## config.mk

```make
export PLATFORM = sky130hd
export DESIGN_NAME = gpio_port
export DESIGN_NICKNAME = d
export VERILOG_FILES = /design/src/rtl/gpio_pkg.sv /design/src/rtl/gpio_sync.sv /design/src/rtl/gpio_regs.sv /design/src/rtl/gpio_drive.sv /design/src/rtl/gpio_rdmux.sv /design/src/rtl/gpio_port.sv
export SDC_FILE = /design/constraint.sdc
export NUM_CORES = 1
export LEC_CHECK = 0
export BUFFER_PORTS_ARGS = -buffer_cell sky130_fd_sc_hd__buf_2
export CAP_MARGIN = 20
export CORE_MARGIN = 3
export CORE_UTILIZATION = 49
export CTS_CLUSTER_SIZE = 24
export DETAILED_ROUTE_END_ITERATION = 7
export PLACE_DENSITY = 0.79
export SLEW_MARGIN = 15
export SYNTH_ARGS = -nofsm -noshare
export SYNTH_HDL_FRONTEND = slang
export SYNTH_SLANG_ARGS = --single-unit
```

## constraint.sdc

```tcl
create_clock -name clk_i -period 1.4 [get_ports clk_i]
set_clock_uncertainty 0.15 [all_clocks]
set_input_delay 0.14 -clock clk_i [delete_from_list [all_inputs] [get_ports clk_i]]
set_output_delay 0.14 -clock clk_i [all_outputs]
set_load 0.01 [all_outputs]
```

## src/rtl/gpio_pkg.sv

```systemverilog
package gpio_pkg;
  localparam int ADDR_W = 2;

  typedef enum logic [ADDR_W-1:0] {
    REG_PIN = 2'd0,
    REG_LAT = 2'd1,
    REG_DIR = 2'd2,
    REG_NONE = 2'd3
  } reg_addr_e;
endpackage

```

## src/rtl/gpio_sync.sv

```systemverilog
module gpio_sync #(
  parameter int WIDTH  = 8,
  parameter int STAGES = 2
) (
  input  logic             clk_i,
  input  logic             rst_ni,
  input  logic [WIDTH-1:0] pin_i,
  output logic [WIDTH-1:0] pin_sync_o
);
  logic [STAGES-1:0][WIDTH-1:0] stg_q;

  always_ff @(posedge clk_i or negedge rst_ni) begin
    if (!rst_ni) stg_q <= '0;
    else         stg_q <= {stg_q[STAGES-2:0], pin_i};
  end

  assign pin_sync_o = stg_q[STAGES-1];

  initial begin
    AST_SYNC_DEPTH: assert (STAGES >= 2);
  end
endmodule

```

## src/rtl/gpio_regs.sv

```systemverilog
module gpio_regs
  import gpio_pkg::*;
#(
  parameter int WIDTH = 8
) (
  input  logic              clk_i,
  input  logic              rst_ni,
  input  logic              wr_i,
  input  logic [ADDR_W-1:0] addr_i,
  input  logic [WIDTH-1:0]  wdata_i,
  output logic [WIDTH-1:0]  dir_o,
  output logic [WIDTH-1:0]  lat_o
);
  logic hit_lat, hit_dir;

  assign hit_lat = wr_i && (addr_i == REG_PIN || addr_i == REG_LAT);
  assign hit_dir = wr_i && (addr_i == REG_DIR);

  always_ff @(posedge clk_i or negedge rst_ni) begin
    if (!rst_ni) begin
      dir_o <= '1;
      lat_o <= '0;
    end else begin
      if (hit_lat) lat_o <= wdata_i;
      if (hit_dir) dir_o <= wdata_i;
    end
  end

  AST_DIR_WRITE: assert property (@(posedge clk_i) disable iff (!rst_ni)
    (wr_i && addr_i == REG_DIR) |=> (dir_o == $past(wdata_i)));
  AST_LAT_WRITE: assert property (@(posedge clk_i) disable iff (!rst_ni)
    (wr_i && (addr_i == REG_PIN || addr_i == REG_LAT)) |=> (lat_o == $past(wdata_i)));
  AST_NONE_KEEPS_LAT: assert property (@(posedge clk_i) disable iff (!rst_ni)
    (wr_i && addr_i == REG_NONE) |=> $stable(lat_o));
  AST_NONE_KEEPS_DIR: assert property (@(posedge clk_i) disable iff (!rst_ni)
    (wr_i && addr_i == REG_NONE) |=> $stable(dir_o));
endmodule

```

## src/rtl/gpio_drive.sv

```systemverilog
module gpio_drive #(
  parameter int WIDTH  = 8,
  parameter int OD_BIT = 4,
  parameter int OSC_HI = 7,
  parameter int OSC_LO = 6
) (
  input  logic [WIDTH-1:0] dir_i,
  input  logic [WIDTH-1:0] lat_i,
  input  logic             osc_mode_i,
  output logic [WIDTH-1:0] pin_o,
  output logic [WIDTH-1:0] pin_oe_o
);
  for (genvar i = 0; i < WIDTH; i++) begin : g_bit
    if (i == OD_BIT) begin : g_od
      // pull low only; latch 1 releases the pad
      assign pin_o[i]    = 1'b0;
      assign pin_oe_o[i] = ~dir_i[i] & ~lat_i[i];
    end else if (i == OSC_HI || i == OSC_LO) begin : g_osc
      assign pin_o[i]    = lat_i[i];
      assign pin_oe_o[i] = ~dir_i[i] & ~osc_mode_i;
    end else begin : g_pp
      assign pin_o[i]    = lat_i[i];
      assign pin_oe_o[i] = ~dir_i[i];
    end
  end
endmodule

```

## src/rtl/gpio_rdmux.sv

```systemverilog
module gpio_rdmux
  import gpio_pkg::*;
#(
  parameter int WIDTH  = 8,
  parameter int OSC_HI = 7,
  parameter int OSC_LO = 6
) (
  input  logic              clk_i,
  input  logic              rst_ni,
  input  logic              rd_i,
  input  logic [ADDR_W-1:0] addr_i,
  input  logic [WIDTH-1:0]  pin_sync_i,
  input  logic [WIDTH-1:0]  lat_i,
  input  logic [WIDTH-1:0]  dir_i,
  input  logic [WIDTH-1:0]  ana_en_i,
  input  logic              osc_mode_i,
  output logic [WIDTH-1:0]  rdata_o
);
  localparam logic [WIDTH-1:0] OSC_MASK =
    (WIDTH'(1) << OSC_HI) | (WIDTH'(1) << OSC_LO);

  logic [WIDTH-1:0] keep_mask, rd_mux;

  assign keep_mask = osc_mode_i ? ~OSC_MASK : '1;

  always_comb begin
    unique case (reg_addr_e'(addr_i))
      REG_PIN: rd_mux = pin_sync_i & ~ana_en_i & keep_mask;
      REG_LAT: rd_mux = lat_i & keep_mask;
      REG_DIR: rd_mux = dir_i & keep_mask;
      default: rd_mux = '0;
    endcase
  end

  always_ff @(posedge clk_i or negedge rst_ni) begin
    if (!rst_ni)   rdata_o <= '0;
    else if (rd_i) rdata_o <= rd_mux;
  end

  AST_RDATA_HOLD: assert property (@(posedge clk_i) disable iff (!rst_ni)
    !rd_i |=> $stable(rdata_o));
  AST_NONE_READS_ZERO: assert property (@(posedge clk_i) disable iff (!rst_ni)
    (rd_i && addr_i == REG_NONE) |=> (rdata_o == '0));
  AST_ANALOG_ZERO: assert property (@(posedge clk_i) disable iff (!rst_ni)
    (rd_i && addr_i == REG_PIN) |=> ((rdata_o & $past(ana_en_i)) == '0));
  AST_OSC_ZERO: assert property (@(posedge clk_i) disable iff (!rst_ni)
    (rd_i && osc_mode_i) |=> ((rdata_o & OSC_MASK) == '0));
  AST_LAT_READ: assert property (@(posedge clk_i) disable iff (!rst_ni)
    (rd_i && addr_i == REG_LAT && !osc_mode_i) |=> (rdata_o == $past(lat_i)));
endmodule

```

## src/rtl/gpio_port.sv

```systemverilog
module gpio_port
  import gpio_pkg::*;
#(
  parameter int WIDTH       = 8,
  parameter int SYNC_STAGES = 2,
  parameter int OD_BIT      = 4,
  parameter int OSC_HI      = 7,
  parameter int OSC_LO      = 6
) (
  input  logic              clk_i,
  input  logic              rst_ni,
  input  logic [ADDR_W-1:0] addr_i,
  input  logic              wr_i,
  input  logic              rd_i,
  input  logic [WIDTH-1:0]  wdata_i,
  output logic [WIDTH-1:0]  rdata_o,
  input  logic [WIDTH-1:0]  pin_i,
  output logic [WIDTH-1:0]  pin_o,
  output logic [WIDTH-1:0]  pin_oe_o,
  input  logic [WIDTH-1:0]  ana_en_i,
  input  logic              osc_mode_i
);
  logic [WIDTH-1:0] dir_q, lat_q, pin_sync;

  gpio_sync #(.WIDTH(WIDTH), .STAGES(SYNC_STAGES)) u_sync (
    .clk_i(clk_i), .rst_ni(rst_ni), .pin_i(pin_i), .pin_sync_o(pin_sync)
  );

  gpio_regs #(.WIDTH(WIDTH)) u_regs (
    .clk_i(clk_i), .rst_ni(rst_ni), .wr_i(wr_i), .addr_i(addr_i),
    .wdata_i(wdata_i), .dir_o(dir_q), .lat_o(lat_q)
  );

  gpio_drive #(.WIDTH(WIDTH), .OD_BIT(OD_BIT), .OSC_HI(OSC_HI), .OSC_LO(OSC_LO)) u_drive (
    .dir_i(dir_q), .lat_i(lat_q), .osc_mode_i(osc_mode_i),
    .pin_o(pin_o), .pin_oe_o(pin_oe_o)
  );

  gpio_rdmux #(.WIDTH(WIDTH), .OSC_HI(OSC_HI), .OSC_LO(OSC_LO)) u_rdmux (
    .clk_i(clk_i), .rst_ni(rst_ni), .rd_i(rd_i), .addr_i(addr_i),
    .pin_sync_i(pin_sync), .lat_i(lat_q), .dir_i(dir_q),
    .ana_en_i(ana_en_i), .osc_mode_i(osc_mode_i), .rdata_o(rdata_o)
  );

  AST_OD_NO_HIGH: assert property (@(posedge clk_i) disable iff (!rst_ni)
    pin_oe_o[OD_BIT] |-> (!pin_o[OD_BIT] && !lat_q[OD_BIT] && !dir_q[OD_BIT]));
  AST_OSC_NO_DRIVE: assert property (@(posedge clk_i) disable iff (!rst_ni)
    osc_mode_i |-> (!pin_oe_o[OSC_HI] && !pin_oe_o[OSC_LO]));
  AST_INPUT_UNDRIVEN: assert property (@(posedge clk_i) disable iff (!rst_ni)
    ((pin_oe_o & dir_q) == '0));
endmodule

```

* After elaboration in Yosys (flattened, before gate mapping)
Index checks and enable logic that the tools add are counted.
Widths: inputs -> output; s select.
** Storage, ports and cells
- Register bits :: 40
- Input port bits :: 31
- Output and inout port bits :: 24
** Operators by class
- Eq/ne operators :: 2
- Muxes and demuxes :: 2
- Bitwise logic cells :: 18
- Reduce and logical (&&, ||, !) cells :: 4
** Operators by type and width (count)
- $and 8x8->8 :: 4
- $pmux 8 s3 :: 1
- $not 1->1 :: 10
- $mux 8 :: 1
- $not 8->8 :: 1
- $and 1x1->1 :: 3
- $eq 2x1->1 const B :: 1
- $eq 2x2->1 const B :: 1
- $logic_and 1x1->1 :: 2
- $logic_not 2->1 :: 1
- $logic_or 1x1->1 :: 1

* Depth between registers and ports, before layout
- Depth in word-level cells :: 4
- Depth in mapped cells :: 6
- Gate-level depth less buffers :: 5

* Cells and area by module
Synthesis repeated with hierarchy kept, for this count alone.
** Unflattened totals
- Cell total of the unflattened synthesis :: 132
- Area, all modules :: 1759.2 sq um
** Modules (own cells, without submodules)
- gpio_regs :: times used 1, cells each 35, area an instance 660.6 sq um
- gpio_rdmux :: times used 1, cells each 56, area an instance 544.3 sq um
- gpio_sync :: times used 1, cells each 24, area an instance 460.4 sq um
- gpio_drive :: times used 1, cells each 17, area an instance 93.8 sq um

* Worst setup path before layout
No wires, ideal clock.
- Path type :: input port to flip-flop
- Start point :: input addr_i[1]
- End point :: register u_regs.lat_o[0]
- Setup time :: 125 ps
- Data arrival time :: 1046 ps
- Path slack :: 79 ps
- Stages on the path :: 5
- Path through :: inv_1 ha_1 buf_6 o21ai_4 mux2_2
** Between the ends
- Word-level cells in the longest chain between the ends :: 3
- Elaborated cells between the ends (all ways) :: 4
- Those cells by class :: eq/ne (1); reduce/logical (3)
** Ends and longest elaborated chain
- start, declared :: line gpio_port.sv:12 : input logic [ADDR_W-1:0] addr_i,
- $eq 2x1->1 or $logic_not 2->1 (tied branches) :: line gpio_regs.sv:16 : assign hit_lat = wr_i && (addr_i == REG_PIN || addr_i == REG_LAT);
- $logic_or 1x1->1 (*) :: line gpio_regs.sv:16
- $logic_and 1x1->1 (*) :: line gpio_regs.sv:16
- end signal, assigned :: line gpio_regs.sv:24 : if (hit_lat) lat_o <= wdata_i;
- end, declared :: line gpio_regs.sv:12 : output logic [WIDTH-1:0] lat_o
Mark *: on every way between the ends. The rest lies on a longest branch, timed or not.
A chain may end at the register's enable or synchronous reset.

* Worst setup path after layout
- Start point :: register u_regs.dir_o[4]
- End point :: output pin_oe_o[4]
** Between the ends
- Word-level cells in the longest chain between the ends :: 2
** Ends and longest elaborated chain
- start, declared :: line gpio_regs.sv:11 : output logic [WIDTH-1:0] dir_o,
- start signal, assigned :: line gpio_regs.sv:25 : if (hit_dir) dir_o <= wdata_i;
- $not 1->1 :: line gpio_drive.sv:17 : assign pin_oe_o[i] = ~dir_i[i] & ~lat_i[i];
- $and 1x1->1 :: line gpio_drive.sv:17
- end, declared :: line gpio_port.sv:19 : output logic [WIDTH-1:0] pin_oe_o,
Every way passes these cells.

==> metrics.md <==
| Metric | Value |
|---|---|
| Die area | 4109 um^2 |
| Nets | 251 |
| Vias in the first global route | 1364 |
| Final Non-Filler Cells | 261 |
| Status | finished clean |
| Combinational share of power | 23.8% |
| Hold Vio Cnt, Final | 0 |
| I/O Buffers | 53 |
| Worst vdd ir | 0.7543 mV |
| Die height | 64.10 um |
| Fillers | 234 |
| CP max FO | 3 |
| Placed inst area | 1928 um^2 |
| Yosys warns | 0 |
| Sequential Area | 1011 um^2 |
| Core area | 3128 um^2 |
| Clock Latency Late Sink | 350 ps |
| Highest Clock Rate | 730.4 MHz |
| EDFF count, synth | 0 |
| Sw Pwr | 754.7 uW |
| WL per Instance | 14.54 um |
| Most frequent cell after synthesis | dfrtp_1 |
| Worst Path Arrival | 1080 ps |
| FFs w/ async S/R, synth | 100.0% |
| Pwr dens | 1147 nW/um^2 |
| Initial antenna violation count | 0 |
| Routed vias/inst | 4.874 |
| Fin. max-slew vios | 0 |
| Hold Path Class | in -> async |
| Post-Route Setup TNS | 0 ps |
| Synthesis-to-layout area growth | 40.92% |
| RSZ-0062 raised after global routing | yes |
| Placed cell count | 220 |
| Syn Nets | 164 |
| Leakage | 0.001150 uW |
| Clk slew on worst S/H paths | 120 ps |
| Detailed Route WL | 3.796 mm |
| Sequential share of power | 53.1% |
| Critical path origin | u_regs.dir_o[4] |
| Cell Area, Synth | 1654 um^2 |
| Max Root-Sink Buffers | 2 |
| Setup Slack @ Placement | -125.7 ps |
| Max Cap Violations | 0 |
| Diode count | 0 |
| Reg2reg end | u_rdmux.rdata_o[0] |
| Synth cell count leaders | 32 x dfrtp_1, 23 x inv_1, 16 x mux2_2 |
| Area leader, netlist | dfrtp_1 |
| Crit path time final | 1369 ps |
| Top Ports | 55 |
| Placer Congestion | 0.7469 |
| #FFs+latches synth | 40 |
| Fin worst setup slack | 30.80 ps |
| Drt first pass iters | 4 |
| Clk sinks | 40 |
| Reg-to-reg slack, setup | 110 ps |
| CTS Buf Count | 5 |
| Yosys cell types | 18 |
| Starting density of the core | 52.88% |
| Worst endpoint required time | 1110 ps |
| Die W | 64.10 um |
| Final global-route overflow total | 0 |
| Share of cells above drive strength 1 | 48.39% |
| Multi-input gate area | 464.2 um^2 |
| Synthesized area per cell | 12.82 um^2 |
| Top cell type's share of synthesized area | 48.41% |
| Initial DRC count | 42 |
| Primary FF master, synth | dfrtp_1 |
| Site Rows | 20 |
| Final setup violating endpoints | 0 |
| First-pass GRT wire length | 6.348 mm |
| Synth area leaders | dfrtp_1 48%, dfstp_2 13%, mux2_2 11% |
| Crit Path Class | reg -> out |
| Post-DP HPWL | 2.684 mm |
| Seq/Total Area, Yosys | 61.12% |
| RR Startpoint | u_regs.dir_o[0] |
| Cells after synthesis | 129 |
| Crit share post-route | 97.80% |
| Clock network power share | 23.1% |
| Total Power | 2674 uW |
| Design area | 2331 um^2 |
| DRT antenna net count | 0 |
| DRC errors left | 0 |
| Startpoint types | register |
| GR Util All Layers | 20.11% |
| Clock root cell | clkbuf_4 |
| DR vias | 1272 |
| Crit end category | output port |
| CTS tree | done |
| Largest net degree at the start of global routing | 20 |
| FF-to-FF path depth | 3 |
| Internal power | 1919 uW |
| H-tree levels | 2 |
| Sw frac | 28.23% |
-- flip-flops by register name (all words and copies together), names as in the netlist --
register / count
u_regs.lat_o: 8
u_rdmux.rdata_o: 8
u_sync.stg_q: 8
u_regs.dir_o: 8
u_sync.pin_sync_o: 8
-- how the worst max path moves through the flow --
| stage | end | slack (ps) | cells past startpoint |
|---|---|---|---|
| 2_1_floorplan | u_regs.lat_o[0] | 80 | 5 |
| 3_3_place_gp | u_regs.lat_o[5] | -60 | 5 |
| 3_5_place_dp | u_regs.lat_o[4] | -130 | 5 |
| 4_1_cts | pin_oe_o[4] | 2 | 2 |
| 5_1_grt | pin_oe_o[1] | -20 | 2 |
| 6_report | pin_oe_o[4] | 30 | 2 |
-- through the flow --
step	hold slack, ps	util, %
after global placement	-70.73	61.64
after CTS	91.81	72.40
after floorplan	-305.6	-
final	92.00	74.52
after global routing	105.8	74.52
after detailed placement	-58.23	61.64
-- per-layer routing --
metal	vias to the layer above	track usage [%]	share of wire [%]
li1	601	-	-
met1	615	23.93	40
met3	3	5.097	6.5
met5	-	0	0
met4	0	5.541	1.0
met2	53	35.87	52
-- worst max-delay path, cell delays in order (launching register included) --
cell     delay [ps]
dfstp_2         570
nor2_2           40
buf_2           130
-- power by group through the flow --
stage                     Sequential, uW  Combinational (uW)  Clock, uW
after global routing                1440                 695        709
after detailed placement            1440                 498          0
after CTS                           1420                 557        646
after floorplan                     1430                 313          0
final                               1420                 635        619
after global placement              1440                 476          0
-- layout by cell type (no fill, tap or decap), types with 8 or more instances in the layout --
| master | n |
|---|---|
| dfstp_2 | 8 |
| a21oi_1 | 8 |
| mux2_2 | 16 |
| buf_2 | 50 |
| buf_4 | 12 |
| o32ai_1 | 8 |
| dfrtp_1 | 32 |
| a221oi_1 | 8 |
| dlygate4sd3_1 | 27 |
| inv_1 | 19 |
-- timing repair --
action                     CTS  global route
hold endpoints to repair    69             0
setup endpoints to repair    0             8
hold buffers                27             0
setup buffers                0             6
gates resized for setup      0             8
-- cells by family (layout without fill, tap and decap cells) --
| kind of cell | count (synthesis) | in the layout | share of synthesized area, % |
|---|---|---|---|
| flops | 40 | 40 | 61.12 |
| buf+inv | 36 | 124 | 10.97 |
| compound gates | 25 | 25 | 11.88 |
| mux | 16 | 16 | 10.89 |
| simple gates | 7 | 7 | 1.891 |
| fa+ha+maj | 4 | 4 | 3.026 |
| other cells | 1 | 1 | 0.2267 |
-- final cells by class --
cell class                      instances  share of cell area [%]
Clock inverter                          2                  0.6441
Inverter                               24                   3.865
Clock buffer                            6                   2.201
Sequential cell                        40                   43.37
Tap cell                               44                   2.362
Multi-Input combinational cell         53                   19.91
Timing Repair Buffer                   92                   27.64
Power figures use the tool's default switching activity.
